## src/rtl/ibp_pkg.sv

```systemverilog
package ibp_pkg;

    localparam int DATA_W        = 32;
    localparam int WADDR_LO      = 2;
    localparam int WADDR_HI      = 28;
    localparam int WADDR_W       = WADDR_HI - WADDR_LO + 1;
    localparam int CTRL_WORD     = 0;
    localparam int CMP_BASE_WORD = 2;

    typedef enum logic [1:0] {
        SEL_NONE  = 2'b00,
        SEL_LOWER = 2'b01,
        SEL_UPPER = 2'b10,
        SEL_BOTH  = 2'b11
    } half_sel_e;

    typedef struct packed {
        half_sel_e          sel;
        logic [WADDR_W-1:0] waddr;
        logic               en;
    } cmp_cfg_t;

    function automatic logic [DATA_W-1:0] pack_cmp(input cmp_cfg_t c);
        return {c.sel, 1'b0, c.waddr, 1'b0, c.en};
    endfunction

    function automatic logic half_selected(input half_sel_e s, input logic upper);
        return upper ? s[1] : s[0];
    endfunction

endpackage

```

## src/rtl/ibp_regs.sv

```systemverilog
module ibp_regs
    import ibp_pkg::*;
#(
    parameter int NUM_CMP = 4,
    parameter int ADDR_W  = 12
) (
    input  logic                       clk,
    input  logic                       rst,
    input  logic                       we_i,
    input  logic [ADDR_W-1:0]          addr_i,
    input  logic [DATA_W-1:0]          wdata_i,
    output logic [DATA_W-1:0]          rdata_o,
    output logic                       glb_en_o,
    output cmp_cfg_t [NUM_CMP-1:0]     cfg_o
);

    localparam int WORD_W = ADDR_W - 2;
    localparam logic [3:0] NUM_CODE = 4'(NUM_CMP);

    logic [WORD_W-1:0] word;
    logic              glb_en_q;
    logic              en_q  [NUM_CMP];
    half_sel_e         sel_q [NUM_CMP];
    logic [WADDR_W-1:0] wa_q [NUM_CMP];
    logic              mapped;

    assign word     = addr_i[ADDR_W-1:2];
    assign glb_en_o = glb_en_q;

    // Global arm bit: updated only when the key bit is set in the write data.
    always_ff @(posedge clk) begin
        if (rst) begin
            glb_en_q <= 1'b0;
        end else if (we_i && word == WORD_W'(CTRL_WORD) && wdata_i[1]) begin
            glb_en_q <= wdata_i[0];
        end
    end

    for (genvar g = 0; g < NUM_CMP; g++) begin : g_cmp_reg
        localparam logic [WORD_W-1:0] MY_WORD = WORD_W'(CMP_BASE_WORD + g);

        // Enable is cleared by reset.
        always_ff @(posedge clk) begin
            if (rst) begin
                en_q[g] <= 1'b0;
            end else if (we_i && word == MY_WORD) begin
                en_q[g] <= wdata_i[0];
            end
        end

        // Address and selector carry no reset.
        always_ff @(posedge clk) begin
            if (we_i && word == MY_WORD) begin
                sel_q[g] <= half_sel_e'(wdata_i[31:30]);
                wa_q[g]  <= wdata_i[WADDR_HI:WADDR_LO];
            end
        end

        assign cfg_o[g] = '{sel: sel_q[g], waddr: wa_q[g], en: en_q[g]};
    end

    always_comb begin
        rdata_o = '0;
        mapped  = 1'b0;
        if (word == WORD_W'(CTRL_WORD)) begin
            rdata_o = {24'b0, NUM_CODE, 3'b000, glb_en_q};
            mapped  = 1'b1;
        end
        for (int i = 0; i < NUM_CMP; i++) begin
            if (word == WORD_W'(CMP_BASE_WORD + i)) begin
                rdata_o = pack_cmp(cfg_o[i]);
                mapped  = 1'b1;
            end
        end
    end

    a_r2_keyless_write: assert property (@(posedge clk) disable iff (rst)
        (we_i && word == WORD_W'(CTRL_WORD) && !wdata_i[1]) |=> $stable(glb_en_q));

    a_r8_unmapped_write: assert property (@(posedge clk) disable iff (rst)
        (we_i && !mapped) |=> ($stable(glb_en_q) && $stable(cfg_o)));

    a_r1_reset_clears: assert property (@(posedge clk)
        rst |=> (!glb_en_q && !en_q[0]));

endmodule

```

## src/rtl/ibp_cmp.sv

```systemverilog
module ibp_cmp
    import ibp_pkg::*;
(
    input  logic              clk,
    input  logic              rst,
    input  logic              fetch_valid_i,
    input  logic [DATA_W-1:0] fetch_addr_i,
    input  logic              glb_en_i,
    input  cmp_cfg_t          cfg_i,
    output logic              match_o
);

    logic addr_eq;
    logic top_clear;
    logic half_ok;

    assign top_clear = (fetch_addr_i[DATA_W-1:WADDR_HI+1] == '0);
    assign addr_eq   = (fetch_addr_i[WADDR_HI:WADDR_LO] == cfg_i.waddr);
    assign half_ok   = half_selected(cfg_i.sel, fetch_addr_i[1]);
    assign match_o   = fetch_valid_i && glb_en_i && cfg_i.en
                       && top_clear && addr_eq && half_ok;

    a_r6_high_bits_block: assert property (@(posedge clk) disable iff (rst)
        (fetch_addr_i[DATA_W-1:WADDR_HI+1] != '0) |-> !match_o);

    a_r4_none_never: assert property (@(posedge clk) disable iff (rst)
        (cfg_i.sel == SEL_NONE) |-> !match_o);

endmodule

```

## src/rtl/ibp_unit.sv

```systemverilog
module ibp_unit
    import ibp_pkg::*;
#(
    parameter int NUM_CMP = 4,
    parameter int ADDR_W  = 12
) (
    input  logic              clk,
    input  logic              rst,
    input  logic              reg_we,
    input  logic [ADDR_W-1:0] reg_addr,
    input  logic [31:0]       reg_wdata,
    output logic [31:0]       reg_rdata,
    input  logic              fetch_valid,
    input  logic [31:0]       fetch_addr,
    output logic              bkpt_hit
);

    logic                   glb_en;
    cmp_cfg_t [NUM_CMP-1:0] cfg;
    logic [NUM_CMP-1:0]     hits;
    logic                   any_match;
    logic                   hit_q;

    ibp_regs #(.NUM_CMP(NUM_CMP), .ADDR_W(ADDR_W)) regs_i (
        .clk      (clk),
        .rst      (rst),
        .we_i     (reg_we),
        .addr_i   (reg_addr),
        .wdata_i  (reg_wdata),
        .rdata_o  (reg_rdata),
        .glb_en_o (glb_en),
        .cfg_o    (cfg)
    );

    for (genvar g = 0; g < NUM_CMP; g++) begin : g_cmp
        ibp_cmp cmp_i (
            .clk           (clk),
            .rst           (rst),
            .fetch_valid_i (fetch_valid),
            .fetch_addr_i  (fetch_addr),
            .glb_en_i      (glb_en),
            .cfg_i         (cfg[g]),
            .match_o       (hits[g])
        );
    end

    assign any_match = |hits;

    always_ff @(posedge clk) begin
        if (rst) begin
            hit_q <= 1'b0;
        end else begin
            hit_q <= any_match;
        end
    end

    assign bkpt_hit = hit_q;

    a_r7_hit_follows: assert property (@(posedge clk) disable iff (rst)
        any_match |=> bkpt_hit);

    a_r7_no_spurious: assert property (@(posedge clk) disable iff (rst)
        !any_match |=> !bkpt_hit);

    a_r5_needs_arm: assert property (@(posedge clk) disable iff (rst)
        (!glb_en || !fetch_valid) |=> !bkpt_hit);

endmodule

```

## config.mk

```make
export PLATFORM = sky130hd
export DESIGN_NAME = ibp_unit
export DESIGN_NICKNAME = d
export VERILOG_FILES = /design/src/rtl/ibp_pkg.sv /design/src/rtl/ibp_regs.sv /design/src/rtl/ibp_cmp.sv /design/src/rtl/ibp_unit.sv
export SDC_FILE = /design/constraint.sdc
export NUM_CORES = 1
export LEC_CHECK = 0
export ABC_CLOCK_PERIOD_IN_PS = 3100
export BUFFER_PORTS_ARGS = -buffer_cell sky130_fd_sc_hd__buf_2
export CORE_AREA = 2 2 112 114
export CTS_CLUSTER_DIAMETER = 50
export CTS_CLUSTER_SIZE = 16
export DETAILED_ROUTE_END_ITERATION = 12
export DIE_AREA = 0 0 114 116
export PLACE_DENSITY = 0.72
export REMOVE_ABC_BUFFERS = 1
export SLEW_MARGIN = 20
export SYNTH_ARGS = -nofsm -noshare
export SYNTH_HDL_FRONTEND = slang
export SYNTH_SLANG_ARGS = --single-unit
```

## constraint.sdc

```tcl
create_clock -name clk -period 3.1 [get_ports clk]
set_input_delay 0.155 -clock clk [delete_from_list [all_inputs] [get_ports clk]]
set_output_delay 0.155 -clock clk [all_outputs]
set_load 0.02 [all_outputs]
```

## Yosys cells after proc, flatten, opt, wreduce, memory -nomap -nowiden

Memories as Yosys holds them, arrays and structs flattened.
Index checks and enable logic that the tools add are counted.

- Bitwise operators: 4
- Reduce and logical (&&, ||, !) cells: 32
- Mux-type cells: 49
- Equal/unequal tests: 8

Operators by type and width:

| operator | number |
|---|---|
| $mux 32 | 4 |
| $eq 27x27->1 | 4 |
| $mux 27 | 3 |
| $reduce_or 27->1 | 3 |
| $mux 1 | 32 |
| $logic_and 1x1->1 | 23 |
| $eq 10x2->1 const B | 2 |
| $eq 10x3->1 const B | 2 |
| $mux 2 | 9 |
| $logic_not 10->1 | 1 |
| $mux 7 | 1 |
| $reduce_or 2->1 | 3 |
| $or 1x1->1 | 4 |
| $reduce_or 4->1 | 1 |
| $logic_not 3->1 | 1 |

- Flip-flop bits (word level): 2
- Logic and storage cells: 98
- Memories kept: 3
- Bits in writable memories: 120
- Bits of input ports: 80

Memory list:

| memory | words | width | read ports | clocked after memory_dff | write ports | line | text |
|---|---|---|---|---|---|---|---|
| regs_i.wa_q | 4 | 27 | 4 | 0 | 1 | ibp_regs.sv:24 | `logic [WADDR_W-1:0] wa_q [NUM_CMP];` |
| regs_i.sel_q | 4 | 2 | 4 | 0 | 1 | ibp_regs.sv:23 | `half_sel_e sel_q [NUM_CMP];` |
| regs_i.en_q | 4 | 1 | 4 | 0 | 4 | ibp_regs.sv:22 | `logic en_q [NUM_CMP];` |

## Longest topological paths before layout

Gate-level depths: netlist (run 1).

- Depth in word-level cells: 8
- Mapped depth: 7

## Hierarchy

Synthesis (run 1) repeated with hierarchy kept, for this count alone.

- Cells, all modules: 466
- Area total of the unflattened synthesis: 6434.9 sq um

By module, submodules not included:

| module | area each (sq um) | instances | cells an instance |
|---|---|---|---|
| ibp_regs | 5018.6 | 1 | 307 |
| ibp_cmp | 346.6 | 4 | 39 |
| ibp_unit | 30.0 | 1 | 3 |

## Least setup slack after synthesis (run 1)

Ideal clock, no wire load.

- Path type: in2reg
- Start point: in reg_addr[11]
- End point: mem regs_i.en_q[3], enable pin
- Setup slack: 0.636 ns
- Data arrival time: 2.171 ns
- Library setup time: 0.292 ns
- Required time: 2.808 ns
- Stages: 6
- Cells stage by stage: or4_4 -> nor2_2 -> and4b_1 -> buf_2 -> and2_1 -> or2_2

RTL lines:

| item | line | text |
|---|---|---|
| start: declaration | ibp_unit.sv:10 | `input logic [ADDR_W-1:0] reg_addr,` |
| end: declaration | ibp_regs.sv:22 |  |

## Final worst setup path (run 1)

- Start point: in reg_addr[11]
- End point: out reg_rdata[19]

- Longest elaborated chain between the ends: 5
- Elaborated cells between the ends (all ways): 8
- Those cells by class: eq/ne (4); mux (4)

RTL lines:

| item | line | text |
|---|---|---|
| $eq 10x2->1 | ibp_regs.sv:70 | `if (word == WORD_W'(CMP_BASE_WORD + i)) begin` |
| $mux 32 (3 in a row) | ibp_regs.sv:70 |  |
| $mux 32 (*) | ibp_regs.sv:70 |  |
| end: declaration | ibp_unit.sv:12 | `output logic [31:0] reg_rdata,` |

Every way passes the cells marked *; elsewhere a longest branch is shown, timed or not.

==> results of run 1 <==
-- per-layer routing --
metal / part of all wire / global-route usage / up-vias
met4: 0.022 / 0.09837 / 0
met5: 0 / 0 / -
met3: 0.086 / 0.07008 / 27
li1: - / - / 1921
met1: 0.42 / 0.3183 / 2022
met2: 0.47 / 0.3813 / 216
-- worst paths after layout --
kind | start | endpoint | slack [ps] | cells after the start
worst min-delay path | rst | regs_i.glb_en_o$_SDFFE_PP0P_ | 30 | 2
worst max register to register | regs_i.wa_q[2][9]$_DFFE_PP_ | bkpt_hit$_SDFF_PP0_ | 1300 | 5
worst min register to register | regs_i.glb_en_o$_SDFFE_PP0P_ | regs_i.glb_en_o$_SDFFE_PP0P_ | 600 | 2
worst max-delay path | reg_addr[11] | reg_rdata[19] | 570 | 8
-- timing repair --
item,4_1_cts,5_1_grt
resized for setup,0,0
hold endpoints to repair,116,0
hold buffers,29,0
-- sequential cells by signal, indices dropped and copies added (netlist names) --
register	flops
regs_i.wa_q	108
regs_i.glb_en_o	1
bkpt_hit	1
regs_i.en_q	4
regs_i.sel_q	8
-- through the flow --
step                      worst slack (ps)  instance area [sq um]  power [uW]
after global routing                 413.1                   7388        3966
after CTS                            581.1                   7388        3868
final                                569.3                   7388        3852
after floorplan                      186.0                   5705        1927
after detailed placement             596.9                   6558        2046
after global placement               590.0                   6558        2042
-- worst register-to-register path: stages (launching register included) --
cell and delay [ps]:
edfxtp_1 390, xnor2_1 270, nand4_1 220, nor4_1 390, nand4_1 140, a41oi_1 290
-- area by class of cell --
type                       instances  area, sq um  share of cell area
clock buffer                      19        432.9             0.05859
multi-input combinational        278         2062              0.2791
timing repair buffer             150        958.4              0.1297
sequential                       122         3643              0.4931
tap                              147        183.9             0.02489
clock inverter                    12        107.6             0.01456
-- synthesized netlist by cell type (all sizes together), types with 2 or more instances --
library cell and count:
mux2 4, xor2 44, nor4 16, edfxtp 120, dfxtp 2, nand2 14, a222oi 17, clkbuf 18
and3b 3, or2 4, a21oi 17, mux2i 2, and4b 3, nor2 22, xnor2 64, a22oi 23
nand4 25, and3 2, buf 13, and2 4
-- cells by family (layout without fill, tap and decap cells) --
logic type | after synthesis | in the layout | synth area share
AOI/OAI and AO/OA | 61 | 61 | 0.07844
muxes | 6 | 6 | 0.01111
xor gates and xnor gates | 108 | 108 | 0.1616
other | 1 | 2 | 0.0006405
DFF | 122 | 122 | 0.6224
and+or+nand+nor | 101 | 101 | 0.09981
buffers and inverters | 31 | 181 | 0.02607
-- power groups by stage --
stage	Clock, uW	Sequential, uW	Combinational, uW
2_1_floorplan	0	1850	76.3
3_3_place_gp	0	1850	191
3_5_place_dp	0	1850	196
4_1_cts	1820	1820	226
5_1_grt	1900	1820	245
6_report	1810	1820	228
==> impl_metrics.tcl, run 1 <==
set metrics [dict create \
    status "completed" \
    p_leak_uw 0.002731 \
    hold-worst-slack_ps 31.78 \
    cp_cell_sequence "buf_2, or4_4, nor3_4, and3_1, buf_4, a222oi_1, a21oi_1, buf_2" \
    first_global_vias 4174 \
    synth.avg_cell_area_sq_um 13.61 \
    ys_warn_count 0 \
    synth-seq-cells 122 \
    seqPwrFrac 0.472 \
    initial_core_util 0.4915 \
    clock.fmax_ghz 0.3951 \
    arrival_ps 2380 \
    period_minus_slack_ps 2531 \
    ys_top_cells_by_area "edfxtp_1, xnor2_1, xor2_1, a22oi_1, a222oi_1" \
    clock_path_buffers 2 \
    ys_seq_area_frac 0.6224 \
    drt_wl_total_um 15470 \
    synth_ff_type "edfxtp_1" \
    cts.htree.levels 4 \
    path_max_fanout 9 \
    grt_overflow 0 \
    switching_share 0.2004 \
    rsz0062_at_grt "false" \
    slowest_stage "or4_4" \
    cts_tree "yes" \
    tightest_slew_ps 672.0 \
    rows 40 \
    synth_area_leader_cell "edfxtp_1" \
    final_cell_mix "edfxtp_1, buf_2, xnor2_1" \
    die_area_sq_um 13220 \
    period_share 0.8164 \
    async_reset_ff_frac 0 \
    p_switching_uw 772.0 \
    final_cells 728 \
    track_usage 0.2421 \
    slew_viol_final 0 \
    fin_util 0.6203 \
    ant_nets 0 \
    io_buffers 106 \
    diodes 0 \
    ios 113 \
    die_y_um 116 \
    fin_skew_ps 8.701 \
    insertion_delay_ps 410 \
    grt_pass1_wl_um 23120 \
    num-nets-final 649 \
    power_density_nw_per_um2 521.3 \
    crit_buf_inv 3 \
    max-slew-margin-rel 0.5457 \
    cts_buffers 17 \
    layout-drive-gt1-share 0.2719 \
    core-area_sq_um 11910 \
    finalSetupViolCount 0 \
    placed_cells 668 \
    synth_area_sq_um 5854 \
    grt_max_degree 35 \
    netlist_instances 430 \
    cp.required_ps 2940 \
    synth_edf_count 120 \
    synth_cell_types 36 \
    via_per_inst 5.750 \
    wl_per_cell_um 21.25 \
    cp_top_family "simple AND/OR/NAND/NOR gates" \
    firstDrtPassIters 7 \
    fin_tns_setup_ps 0 \
    die_w_um 114 \
    cts_root_buf "clkbuf_16" \
    layout_commonest_cell "edfxtp_1" \
    postCtsSetupBuffers 0 \
    p_comb_frac 0.059 \
    start_kind "input port" \
    critPathKind "in2out" \
    hold_path_class "in2reg" \
    hold_viol 0 \
    synth.top_cell.area_share 0.6155 \
    p_int_uw 3080 \
    path_clk_slew_ps 60 \
    fillCellCount 919 \
    drc 0 \
    clock_sinks 122 \
    maxCapViolCount 0 \
    crit_path_end_kind "output port" \
    critical-path-max-stage-delay_ps 560 \
    clkPwrFrac 0.469 \
    drtIter0Drc 455 \
    cp_common_cell "buf_2" \
    areaGrowthSynthToFinish_pct 26.20 \
    num_vias 4186 \
    dp_hpwl_um 10520 \
    peakVddDrop_mv 0.4975 \
    antenna_found_initial 0 \
    gp_congestion 0.8749 \
]
No activity file was read; power rests on OpenSTA's default activity.
==> inputs of run 2 (changes only) <==
--- a/config.mk
+++ b/config.mk
@@ -5,14 +5,14 @@
 export SDC_FILE = /design/constraint.sdc
 export NUM_CORES = 1
 export LEC_CHECK = 0
-export ABC_CLOCK_PERIOD_IN_PS = 3100
+export ABC_CLOCK_PERIOD_IN_PS = 2300
 export BUFFER_PORTS_ARGS = -buffer_cell sky130_fd_sc_hd__buf_2
 export CORE_AREA = 2 2 112 114
 export CTS_CLUSTER_DIAMETER = 50
 export CTS_CLUSTER_SIZE = 16
 export DETAILED_ROUTE_END_ITERATION = 12
 export DIE_AREA = 0 0 114 116
-export PLACE_DENSITY = 0.72
+export PLACE_DENSITY = 0.75
 export REMOVE_ABC_BUFFERS = 1
 export SLEW_MARGIN = 20
 export SYNTH_ARGS = -nofsm -noshare
==> constraint.sdc (replaced) <==
create_clock -name clk -period 2.3 [get_ports clk]
set_input_delay 0.115 -clock clk [delete_from_list [all_inputs] [get_ports clk]]
set_output_delay 0.115 -clock clk [all_outputs]
set_load 0.02 [all_outputs]
==> impl_metrics.tcl, run 2 (synthesized netlist as in run 1, its figures left out) <==
set metrics [dict create \
    hold_path_end "regs_i.glb_en_o$_SDFFE_PP0P_" \
    rows 40 \
    fin_skew_ps 7.462 \
    fillCellCount 862 \
    track_usage 0.2531 \
    whs_path_depth 3 \
    reg2reg_to "bkpt_hit$_SDFF_PP0_" \
    seq_area_sq_um 3643 \
    power_density_nw_per_um2 717.0 \
    diodes 0 \
    cts.htree.levels 4 \
    die_w_um 114 \
    drtIter0Drc 512 \
    ios 113 \
    cts_buffers 17 \
    finalSetupViolCount 0 \
    hold_path_class "in2reg" \
    max-slew-margin-rel 0.6442 \
    r2r_cells 5 \
    r2r_slack_ps 540 \
    fin_ws_ps 124.6 \
    grt_pass1_wl_um 24340 \
    die_y_um 116 \
    worstHoldStart "reg_wdata[0]" \
    period_share 0.9458 \
    reg_top3 "regs_i.wa_q: 108 flops, regs_i.sel_q: 8 flops, regs_i.en_q: 4 flops" \
    cts_tree "yes" \
    cts_resized 0 \
    path_max_fanout 12 \
    fin_tns_setup_ps 0 \
    via_per_inst 5.898 \
    start_kind "input port" \
    die_area_sq_um 13220 \
    p_leak_uw 0.002812 \
    place_ws_ps 127.6 \
    hold-worst-slack_ps 64.15 \
    clock_path_buffers 2 \
    ant_nets 0 \
    slew_viol_final 0 \
    critPathKind "in2out" \
    largest_reg_flops 108 \
    grt_max_degree 35 \
    core-area_sq_um 11910 \
    postCtsHoldBufs 30 \
    areaGrowthSynthToFinish_pct 29.32 \
    dp_hpwl_um 11140 \
    initial_core_util 0.4915 \
    firstDrtPassIters 7 \
    hold_viol 0 \
    clock.fmax_ghz 0.4597 \
    arrival_ps 2060 \
    status "completed" \
    num-nets-final 658 \
    drt_wl_total_um 16070 \
    grt_overflow 0 \
    rsz0062_at_grt "false" \
    path_clk_slew_ps 60 \
    first_global_vias 4472 \
    peakVddDrop_mv 0.4636 \
    cp.required_ps 2180 \
    crit_path_end_kind "output port" \
    drc 0 \
    layout_commonest_cell "edfxtp_1" \
    insertion_delay_ps 410 \
    io_buffers 106 \
    postCtsSetupBuffers 0 \
    period_minus_slack_ps 2175 \
    wl_per_cell_um 21.80 \
    max_flop_register "regs_i.wa_q" \
    layout-drive-gt1-share 0.2814 \
    tightest_slew_ps 528.8 \
    gp_congestion 0.8847 \
    multi_input_area_sq_um 2062 \
    clock_sinks 122 \
    antenna_found_initial 0 \
    reg2reg_from "regs_i.wa_q[3][4]$_DFFE_PP_" \
    final_cell_mix "edfxtp_1, buf_2, xnor2_1" \
    maxCapViolCount 0 \
    power_uw 5428 \
    num_vias 4347 \
    cts_root_buf "clkbuf_16" \
]
-- run 2: changes by cell type in the layout (fill, tap and decap cells not counted) --
| cell | delta |
|---|---|
| buf_12 | +5 |
| buf_4 | +3 |
| bufinv_16 | +2 |
| clkbuf_1 | +2 |
| clkinv_1 | -2 |
| clkinv_2 | -2 |
| dlygate4sd3_1 | +1 |
-- run 2: area by class of cell --
type / instances / area share
clock buffers: 21 / 0.05817
multi-input cells: 278 / 0.2724
repair buffers: 159 / 0.1441
clock inverters: 10 / 0.01983
flip-flops and latches: 122 / 0.4812
well taps: 147 / 0.02429
-- run 2: power breakdown --
part	leakage [uW]	switching [uW]	internal [uW]	total [uW]
Clock	0.000286	877	1790	2670
Combinational	0.00143	165	148	312
Sequential	0.00110	2.69	2450	2450
-- run 2: critical path: stages --
cell and delay [ps]:
buf_2 100, or4_4 550, nor3_4 230, and3_1 270, buf_4 230, a222oi_1 100
a21oi_1 250, buf_2 210
-- run 2: through the flow --
step,area (sq um),util,std cells
floorplan,5705,-,400
global placement,6680,0.5608,676
detailed placement,6680,0.5608,676
CTS,7571,0.6356,737
global route,7571,0.6356,737
finish,7571,0.6356,737
-- run 2: metal layers --
layer | part of all wire | track usage | vias to the layer above
met1 | 0.39 | 0.3126 | 2126
met5 | 0 | 0 | -
met4 | 0.031 | 0.1065 | 0
met2 | 0.48 | 0.4131 | 240
li1 | - | - | 1944
met3 | 0.099 | 0.08264 | 37
-- run 2: worst max path at each step --
stage                       startpoint                           to  slack (ps)  depth (start not counted)
after detailed placement  reg_addr[11]  regs_i.wa_q[0][2]$_DFFE_PP_         130                          7
after global routing      reg_addr[11]                reg_rdata[22]          30                          8
after global placement    reg_addr[11]  regs_i.wa_q[0][1]$_DFFE_PP_         130                          7
after CTS                 reg_addr[11]                reg_rdata[22]         120                          8
after floorplan           reg_addr[11]     regs_i.en_q[1]$_DFFE_PP_        -570                          5
final                     reg_addr[11]                reg_rdata[22]         120                          8
